## src/rtl/counter_pkg.sv

```systemverilog
package counter_pkg;
  typedef enum logic {
    DIR_DOWN = 1'b0,
    DIR_UP   = 1'b1
  } dir_e;
endpackage

```

## src/rtl/cnt_step.sv

```systemverilog
// Synchronous toggle chain: bit i flips when all lower bits sit at the
// terminal level for the current direction (ones going up, zeros going down).
module cnt_step #(
  parameter int unsigned WIDTH = 4
) (
  input  logic [WIDTH-1:0] cur_i,
  input  logic             up_i,
  output logic [WIDTH-1:0] nxt_o,
  output logic             term_o
);
  import counter_pkg::*;

  logic [WIDTH:0] all_ones;
  logic [WIDTH:0] all_zeros;
  dir_e           dir;

  assign dir          = dir_e'(up_i);
  assign all_ones[0]  = 1'b1;
  assign all_zeros[0] = 1'b1;

  for (genvar i = 0; i < WIDTH; i++) begin : g_bit
    assign all_ones[i+1]  = all_ones[i] & cur_i[i];
    assign all_zeros[i+1] = all_zeros[i] & ~cur_i[i];
    assign nxt_o[i] = cur_i[i] ^ ((dir == DIR_UP) ? all_ones[i] : all_zeros[i]);
  end

  // Terminal state for this direction: the next step wraps.
  assign term_o = (dir == DIR_UP) ? all_ones[WIDTH] : all_zeros[WIDTH];
endmodule

```

## src/rtl/cnt_flags.sv

```systemverilog
module cnt_flags (
  input  logic rst_ni,
  input  logic load_i,
  input  logic en_i,
  input  logic up_i,
  input  logic term_i,
  output logic carry_no,
  output logic borrow_no
);
  logic wrap;

  // A wrap only happens on a real count step.
  assign wrap      = rst_ni & ~load_i & en_i & term_i;
  assign carry_no  = ~(wrap & up_i);
  assign borrow_no = ~(wrap & ~up_i);
endmodule

```

## src/rtl/bidir_preset_counter.sv

```systemverilog
module bidir_preset_counter #(
  parameter int unsigned WIDTH = 4
) (
  input  logic             clk_i,
  input  logic             rst_ni,
  input  logic             load_i,
  input  logic [WIDTH-1:0] load_val_i,
  input  logic             en_i,
  input  logic             up_i,
  output logic [WIDTH-1:0] count_o,
  output logic             carry_no,
  output logic             borrow_no
);
  logic [WIDTH-1:0] cnt_q;
  logic [WIDTH-1:0] cnt_nxt;
  logic             term;

  cnt_step #(.WIDTH(WIDTH)) u_step (
    .cur_i  (cnt_q),
    .up_i   (up_i),
    .nxt_o  (cnt_nxt),
    .term_o (term)
  );

  cnt_flags u_flags (
    .rst_ni    (rst_ni),
    .load_i    (load_i),
    .en_i      (en_i),
    .up_i      (up_i),
    .term_i    (term),
    .carry_no  (carry_no),
    .borrow_no (borrow_no)
  );

  // Priority: clear, then load, then count.
  always_ff @(posedge clk_i or negedge rst_ni) begin
    if (!rst_ni)     cnt_q <= '0;
    else if (load_i) cnt_q <= load_val_i;
    else if (en_i)   cnt_q <= cnt_nxt;
  end

  assign count_o = cnt_q;
endmodule

```

## config.mk

```make
export PLATFORM = sky130hd
export DESIGN_NAME = bidir_preset_counter
export DESIGN_NICKNAME = d
export VERILOG_FILES = /design/src/rtl/counter_pkg.sv /design/src/rtl/cnt_step.sv /design/src/rtl/cnt_flags.sv /design/src/rtl/bidir_preset_counter.sv
export SDC_FILE = /design/constraint.sdc
export NUM_CORES = 1
export LEC_CHECK = 0
export CORE_AREA = 3 3 40 42
export DETAILED_ROUTE_END_ITERATION = 16
export DIE_AREA = 0 0 43 45
export PLACE_DENSITY_LB_ADDON = 0.15
export SLEW_MARGIN = 20
export SYNTH_ARGS = -nofsm -noshare
export SYNTH_HDL_FRONTEND = slang
export SYNTH_SLANG_ARGS = --single-unit
export TNS_END_PERCENT = 10
```

## constraint.sdc

```tcl
create_clock -name clk_i -period 3.35 [get_ports clk_i]
set_input_delay 0.5025 -clock clk_i [delete_from_list [all_inputs] [get_ports clk_i]]
set_output_delay 0.5025 -clock clk_i [all_outputs]
set_load 0.02 [all_outputs]
```

==> results of run 1 <==
cell families after synthesis:
logic type                Yosys count
and+or+nand+nor                    18
DFF                                 4
AOI/OAI and AO/OA                   7
xor gates and xnor gates            2
buffers and inverters               4
routing by layer:
layer	GRT usage [%]	share of wire [%]	vias up
li1	-	-	159
met1	9.00	42	144
met2	14.7	48	10
met3	2.79	10	0
met4	9.04	0	0
met5	0	0	-
synth_stat cells, types with 2 or more instances:
| library cell | n | area (µm²) |
|---|---|---|
| nand4_1 | 2 | 12.5 |
| xnor2_1 | 2 | 17.5 |
| dfrtp_1 | 4 | 100 |
| nor2_1 | 3 | 11.3 |
| nand2_1 | 4 | 15.0 |
| nand3_1 | 3 | 15.0 |
| inv_1 | 2 | 7.51 |
worst paths after layout:
path                                   startpoint                     end  slack [ns]  cells past startpoint
max in group asynchronous                  rst_ni  count_o[0]$_DFFE_PN0P_        2.67                      1
min                                        rst_ni  count_o[2]$_DFFE_PN0P_        0.49                      1
min reg2reg                count_o[3]$_DFFE_PN0P_  count_o[3]$_DFFE_PN0P_        0.65                      2
max                                          up_i                carry_no        0.32                      5
max reg2reg                count_o[0]$_DFFE_PN0P_  count_o[3]$_DFFE_PN0P_        1.77                      3
min in group clk_i         count_o[3]$_DFFE_PN0P_  count_o[3]$_DFFE_PN0P_        0.65                      2
final cells by class:
class / count / area [µm²]
Multi-Input combinational cell: 27 / 179
Timing Repair Buffer: 14 / 140
Clock buffer: 3 / 22.5
Fill cell: 140 / 817
Tap cell: 15 / 18.8
Inverter: 2 / 7.51
Sequential cell: 4 / 100
through the flow:
step	cells	utilization, %	power [W]	hold WS [ns]	instance area [µm²]
6_report	65	36.4	0.000182	0.490	468
5_1_grt	65	36.4	0.000196	0.502	468
4_1_cts	65	36.4	0.000187	0.494	468
3_5_place_dp	62	34.7	0.000124	0.632	445
3_3_place_gp	62	34.7	0.000123	0.635	445
2_1_floorplan	35	-	0.0000946	0.207	295
power breakdown:
part,leakage [nW],switching (W),internal [W]
registers,0.0470,0.0000109,0.0000551
logic,0.115,0.0000261,0.0000312
clock network,0.0138,0.0000185,0.0000400
worst reg2reg max path: stages, from the launching register on:
cell and delay (ns):
dfrtp_1 0.45, or4_4 0.56, a2111oi_2 0.35, nand3b_1 0.15
==> results.sh, run 1 <==
export IMPL_track_usage_pct=9.02
export IMPL_p_leak_nw=0.176
export IMPL_cp_top_family="buffers and inverters"
export IMPL_overflow=0
export IMPL_fp_row_count=13
export IMPL_synth_adder_area_share_pct=0
export IMPL_layout_commonest_cell="clkdlybuf4s50_1"
export IMPL_worstMarginPinSlew_ns=0.418
export IMPL_largest_reg_flops=4
export IMPL_max_stage_delay_ns=0.55
export IMPL_synth_distinct_cells=22
export IMPL_grt_pass1_vias=328
export IMPL_startpoint_type="input port"
export IMPL_antenna_cells=0
export IMPL_drv_cap=0
export IMPL_critPathKind="input port to primary output"
export IMPL_holdBufCountCts=0
export IMPL_grt_pass1_wl_um=1300
export IMPL_start_util_pct=23.0
export IMPL_postRouteAntennaNets=0
export IMPL_drt_iter0_drc=1
export IMPL_grt_max_degree=13
export IMPL_place_gp_congestion=0.628
export IMPL_cp_cell_sequence="clkdlybuf4s50_1 -> or4_4 -> a211oi_1 -> nand3_1 -> clkdlybuf4s50_1"
export IMPL_crit_buf_inv=2
export IMPL_postSynthNetCount=44
export IMPL_synth_edff_count=0
export IMPL_cts_sinks=4
export IMPL_min_path_type="input port to async pin"
export IMPL_crit_slowest_cell="or4_4"
export IMPL_grt_antenna_before_repair=0
export IMPL_yosysSeqAreaShare_pct=33.9
export IMPL_vias=313
export IMPL_dr_pass1_iters=3
export IMPL_ir_drop_mv=0.142
export IMPL_synthSimpleGateAreaFrac_pct=35.2
export IMPL_portBuffers=14
export IMPL_slew_viol_final=0
export IMPL_cts_root_buf="clkbuf_4"
export IMPL_synthArstFlopShare_pct=100
export IMPL_fmax_ghz=0.330
export IMPL_cts_buffers=3
export IMPL_fin_crit_sh_pct=90.5
export IMPL_synth_seq_cells=4
export IMPL_drive_above_1_share_pct=10.0
export IMPL_relSlewSlack_pct=72.1
export IMPL_synth_top_family_by_area="simple AND/OR/NAND/NOR gates"
export IMPL_status="finished clean"
export IMPL_ys_flop_type="dfrtp_1"
export IMPL_dp_hpwl_um=578
export IMPL_syn_avg_cell_area_um2=8.44
export IMPL_path_clk_slew_ns=0.04
export IMPL_yosys_warnings=0
export IMPL_drc_errors=0
export IMPL_synth_compound_area_share_pct=19.5
export IMPL_cp_arrival_ns=2.53
export IMPL_die_area_mm2=0.00194
export IMPL_setup_viol=0
export IMPL_die_w_um=43
export IMPL_synth_mux_area_share_pct=0
export IMPL_wirelength_um=737
export IMPL_cts_resized=0
export IMPL_wl_per_cell_um=11.3
export IMPL_final_cell_mix="clkdlybuf4s50_1, nand2_1, dfrtp_1"
export IMPL_post_cts_setup_buffer_count=0
export IMPL_worstSkewPairLatency_ns=0.23
export IMPL_hold_viol=0
export IMPL_via_per_inst=4.82
export IMPL_core_mm2=0.00128
export IMPL_htreeDepth=1
export IMPL_synth_xor_area_share_pct=5.93
export IMPL_die_h_um=45
export IMPL_rsz0062_at_grt="no"
export IMPL_critPathRequiredTime_ns=2.85
export IMPL_cts_tree="done"
export IMPL_syn2layout_area_growth_pct=58.5
export IMPL_final_nets=61
export IMPL_finClkSkew_ns=0.000755
export IMPL_clk_path_buf_depth=2
export IMPL_p_per_area_mw_per_mm2=388
export IMPL_fin_ws_ns=0.319
export IMPL_fin_tns_setup_ns=0
export IMPL_synth_cells=35
export IMPL_min_period_ns=3.03
export IMPL_io_pins=15
export IMPL_cp_common_cell="clkdlybuf4s50_1"
export IMPL_syn_area_um2=295
export IMPL_place_ws_ns=0.310
export IMPL_crit_fanout=7
export IMPL_critPathCaptureType="primary output"
(Power assumes the default switching activity.)
==> run 2: changes to the inputs <==
--- a/config.mk
+++ b/config.mk
@@ -8,6 +8,7 @@
 export CORE_AREA = 3 3 40 42
 export DETAILED_ROUTE_END_ITERATION = 16
 export DIE_AREA = 0 0 43 45
+export DONT_BUFFER_PORTS = 1
 export PLACE_DENSITY_LB_ADDON = 0.15
 export SLEW_MARGIN = 20
 export SYNTH_ARGS = -nofsm -noshare
==> results.sh, run 2 (synthesized netlist as in run 1, its figures left out) <==
export IMPL_core_mm2=0.00128
export IMPL_post_cts_setup_buffer_count=0
export IMPL_drc_errors=0
export IMPL_setup_viol=0
export IMPL_cp_startpoint="count_o[0]$_DFFE_PN0P_"
export IMPL_min_period_ns=2.38
export IMPL_cts_root_buf="clkbuf_4"
export IMPL_critPathRequiredTime_ns=2.85
export IMPL_htreeDepth=1
export IMPL_die_area_mm2=0.00194
export IMPL_place_area_um2=305
export IMPL_endpoint="carry_no"
export IMPL_finClkSkew_ns=0.00193
export IMPL_reg2regPathDepth=3
export IMPL_wl_per_cell_um=13.8
export IMPL_wirelength_um=720
export IMPL_drive_above_1_share_pct=13.5
export IMPL_dr_pass1_iters=3
export IMPL_relSlewSlack_pct=73.7
export IMPL_portBuffers=0
export IMPL_fmax_ghz=0.420
export IMPL_start_util_pct=23.0
export IMPL_final_cell_mix="nand2_1, dfrtp_1, nand3_1, nor2_1, clkbuf_4"
export IMPL_postRouteAntennaNets=0
export IMPL_slew_viol_final=0
export IMPL_cts_resized=0
export IMPL_overflow=0
export IMPL_r2r_slack_ns=1.68
export IMPL_io_pins=15
export IMPL_startpoint_type="flop"
export IMPL_grt_max_degree=13
export IMPL_whs_path_depth=1
export IMPL_antenna_cells=0
export IMPL_cts_buffers=3
export IMPL_fin_ws_ns=0.969
export IMPL_syn2layout_area_growth_pct=14.4
export IMPL_finalPower_w=0.000156
export IMPL_nFillCells=143
export IMPL_holdBufCountCts=1
export IMPL_grt_pass1_vias=256
export IMPL_final_nets=48
export IMPL_min_from="load_i"
export IMPL_via_per_inst=5.21
export IMPL_die_w_um=43
export IMPL_ir_drop_mv=0.130
export IMPL_grt_antenna_before_repair=0
export IMPL_r2r_end="count_o[2]$_DFFE_PN0P_"
export IMPL_grt_pass1_wl_um=1200
export IMPL_path_clk_slew_ns=0.04
export IMPL_critPathKind="flop to primary output"
export IMPL_design_area_um2=338
export IMPL_fin_tns_setup_ns=0
export IMPL_worstMarginPinSlew_ns=0.394
export IMPL_die_h_um=45
export IMPL_final_util_pct=26.3
export IMPL_fin_crit_sh_pct=71.1
export IMPL_r2r_start="count_o[0]$_DFFE_PN0P_"
export IMPL_fp_row_count=13
export IMPL_cp_arrival_ns=1.88
export IMPL_status="finished clean"
export IMPL_largest_reg_flops=4
export IMPL_dp_hpwl_um=566
export IMPL_hold_viol=0
export IMPL_drt_iter0_drc=4
export IMPL_worstSkewPairLatency_ns=0.23
export IMPL_drv_cap=0
export IMPL_cts_tree="done"
export IMPL_track_usage_pct=8.67
export IMPL_place_ws_ns=1.20
export IMPL_crit_fanout=7
export IMPL_rsz0062_at_grt="no"
export IMPL_min_path_type="input port to flop"
export IMPL_clk_path_buf_depth=2
export IMPL_p_leak_nw=0.124
export IMPL_place_gp_congestion=0.717
export IMPL_critPathCaptureType="primary output"
export IMPL_vias=271
export IMPL_p_per_area_mw_per_mm2=462
export IMPL_cts_sinks=4
run 2: where the power goes:
part           leakage (nW)  internal, W  total [W]  switching [W]
clock                0.0138    0.0000400  0.0000578      0.0000179
combinational        0.0636    0.0000133  0.0000231     0.00000977
sequential           0.0470    0.0000549  0.0000750      0.0000202
run 2: final cells by class:
class / instances / area, µm² / area share, %
clock buffer: 3 / 22.5 / 6.67
inverter: 2 / 7.51 / 2.22
multi-input combinational: 27 / 179 / 53.0
sequential: 4 / 100 / 29.6
tap: 15 / 18.8 / 5.56
timing repair buffer: 1 / 10.0 / 2.96
run 2: layer usage:
layer	vias to the layer above	share of wire (%)	global-route usage, %
met5	-	0	0
met4	0	0	7.23
met3	0	10	3.19
met2	12	46	12.9
met1	124	43	9.93
li1	135	-	-
run 2: worst max-delay path: stages (launching register included):
cell and delay (ns):
dfrtp_1 0.51, or4_4 0.59, a211oi_1 0.29, nand3_1 0.25
run 2: worst min-delay path by stage:
stage,end,slack (ns)
after floorplan,count_o[0]$_DFFE_PN0P_,0.21
after global placement,count_o[2]$_DFFE_PN0P_,0.21
after detailed placement,count_o[2]$_DFFE_PN0P_,0.21
after CTS,count_o[0]$_DFFE_PN0P_,0.37
after global routing,count_o[0]$_DFFE_PN0P_,0.38
final,count_o[0]$_DFFE_PN0P_,0.38
run 2: metrics by stage:
| step | hold WS, ns | std cells |
|---|---|---|
| 6_report | 0.380 | 52 |
| 5_1_grt | 0.384 | 52 |
| 4_1_cts | 0.373 | 52 |
| 3_5_place_dp | 0.207 | 48 |
| 3_3_place_gp | 0.207 | 48 |
| 2_1_floorplan | 0.207 | 35 |
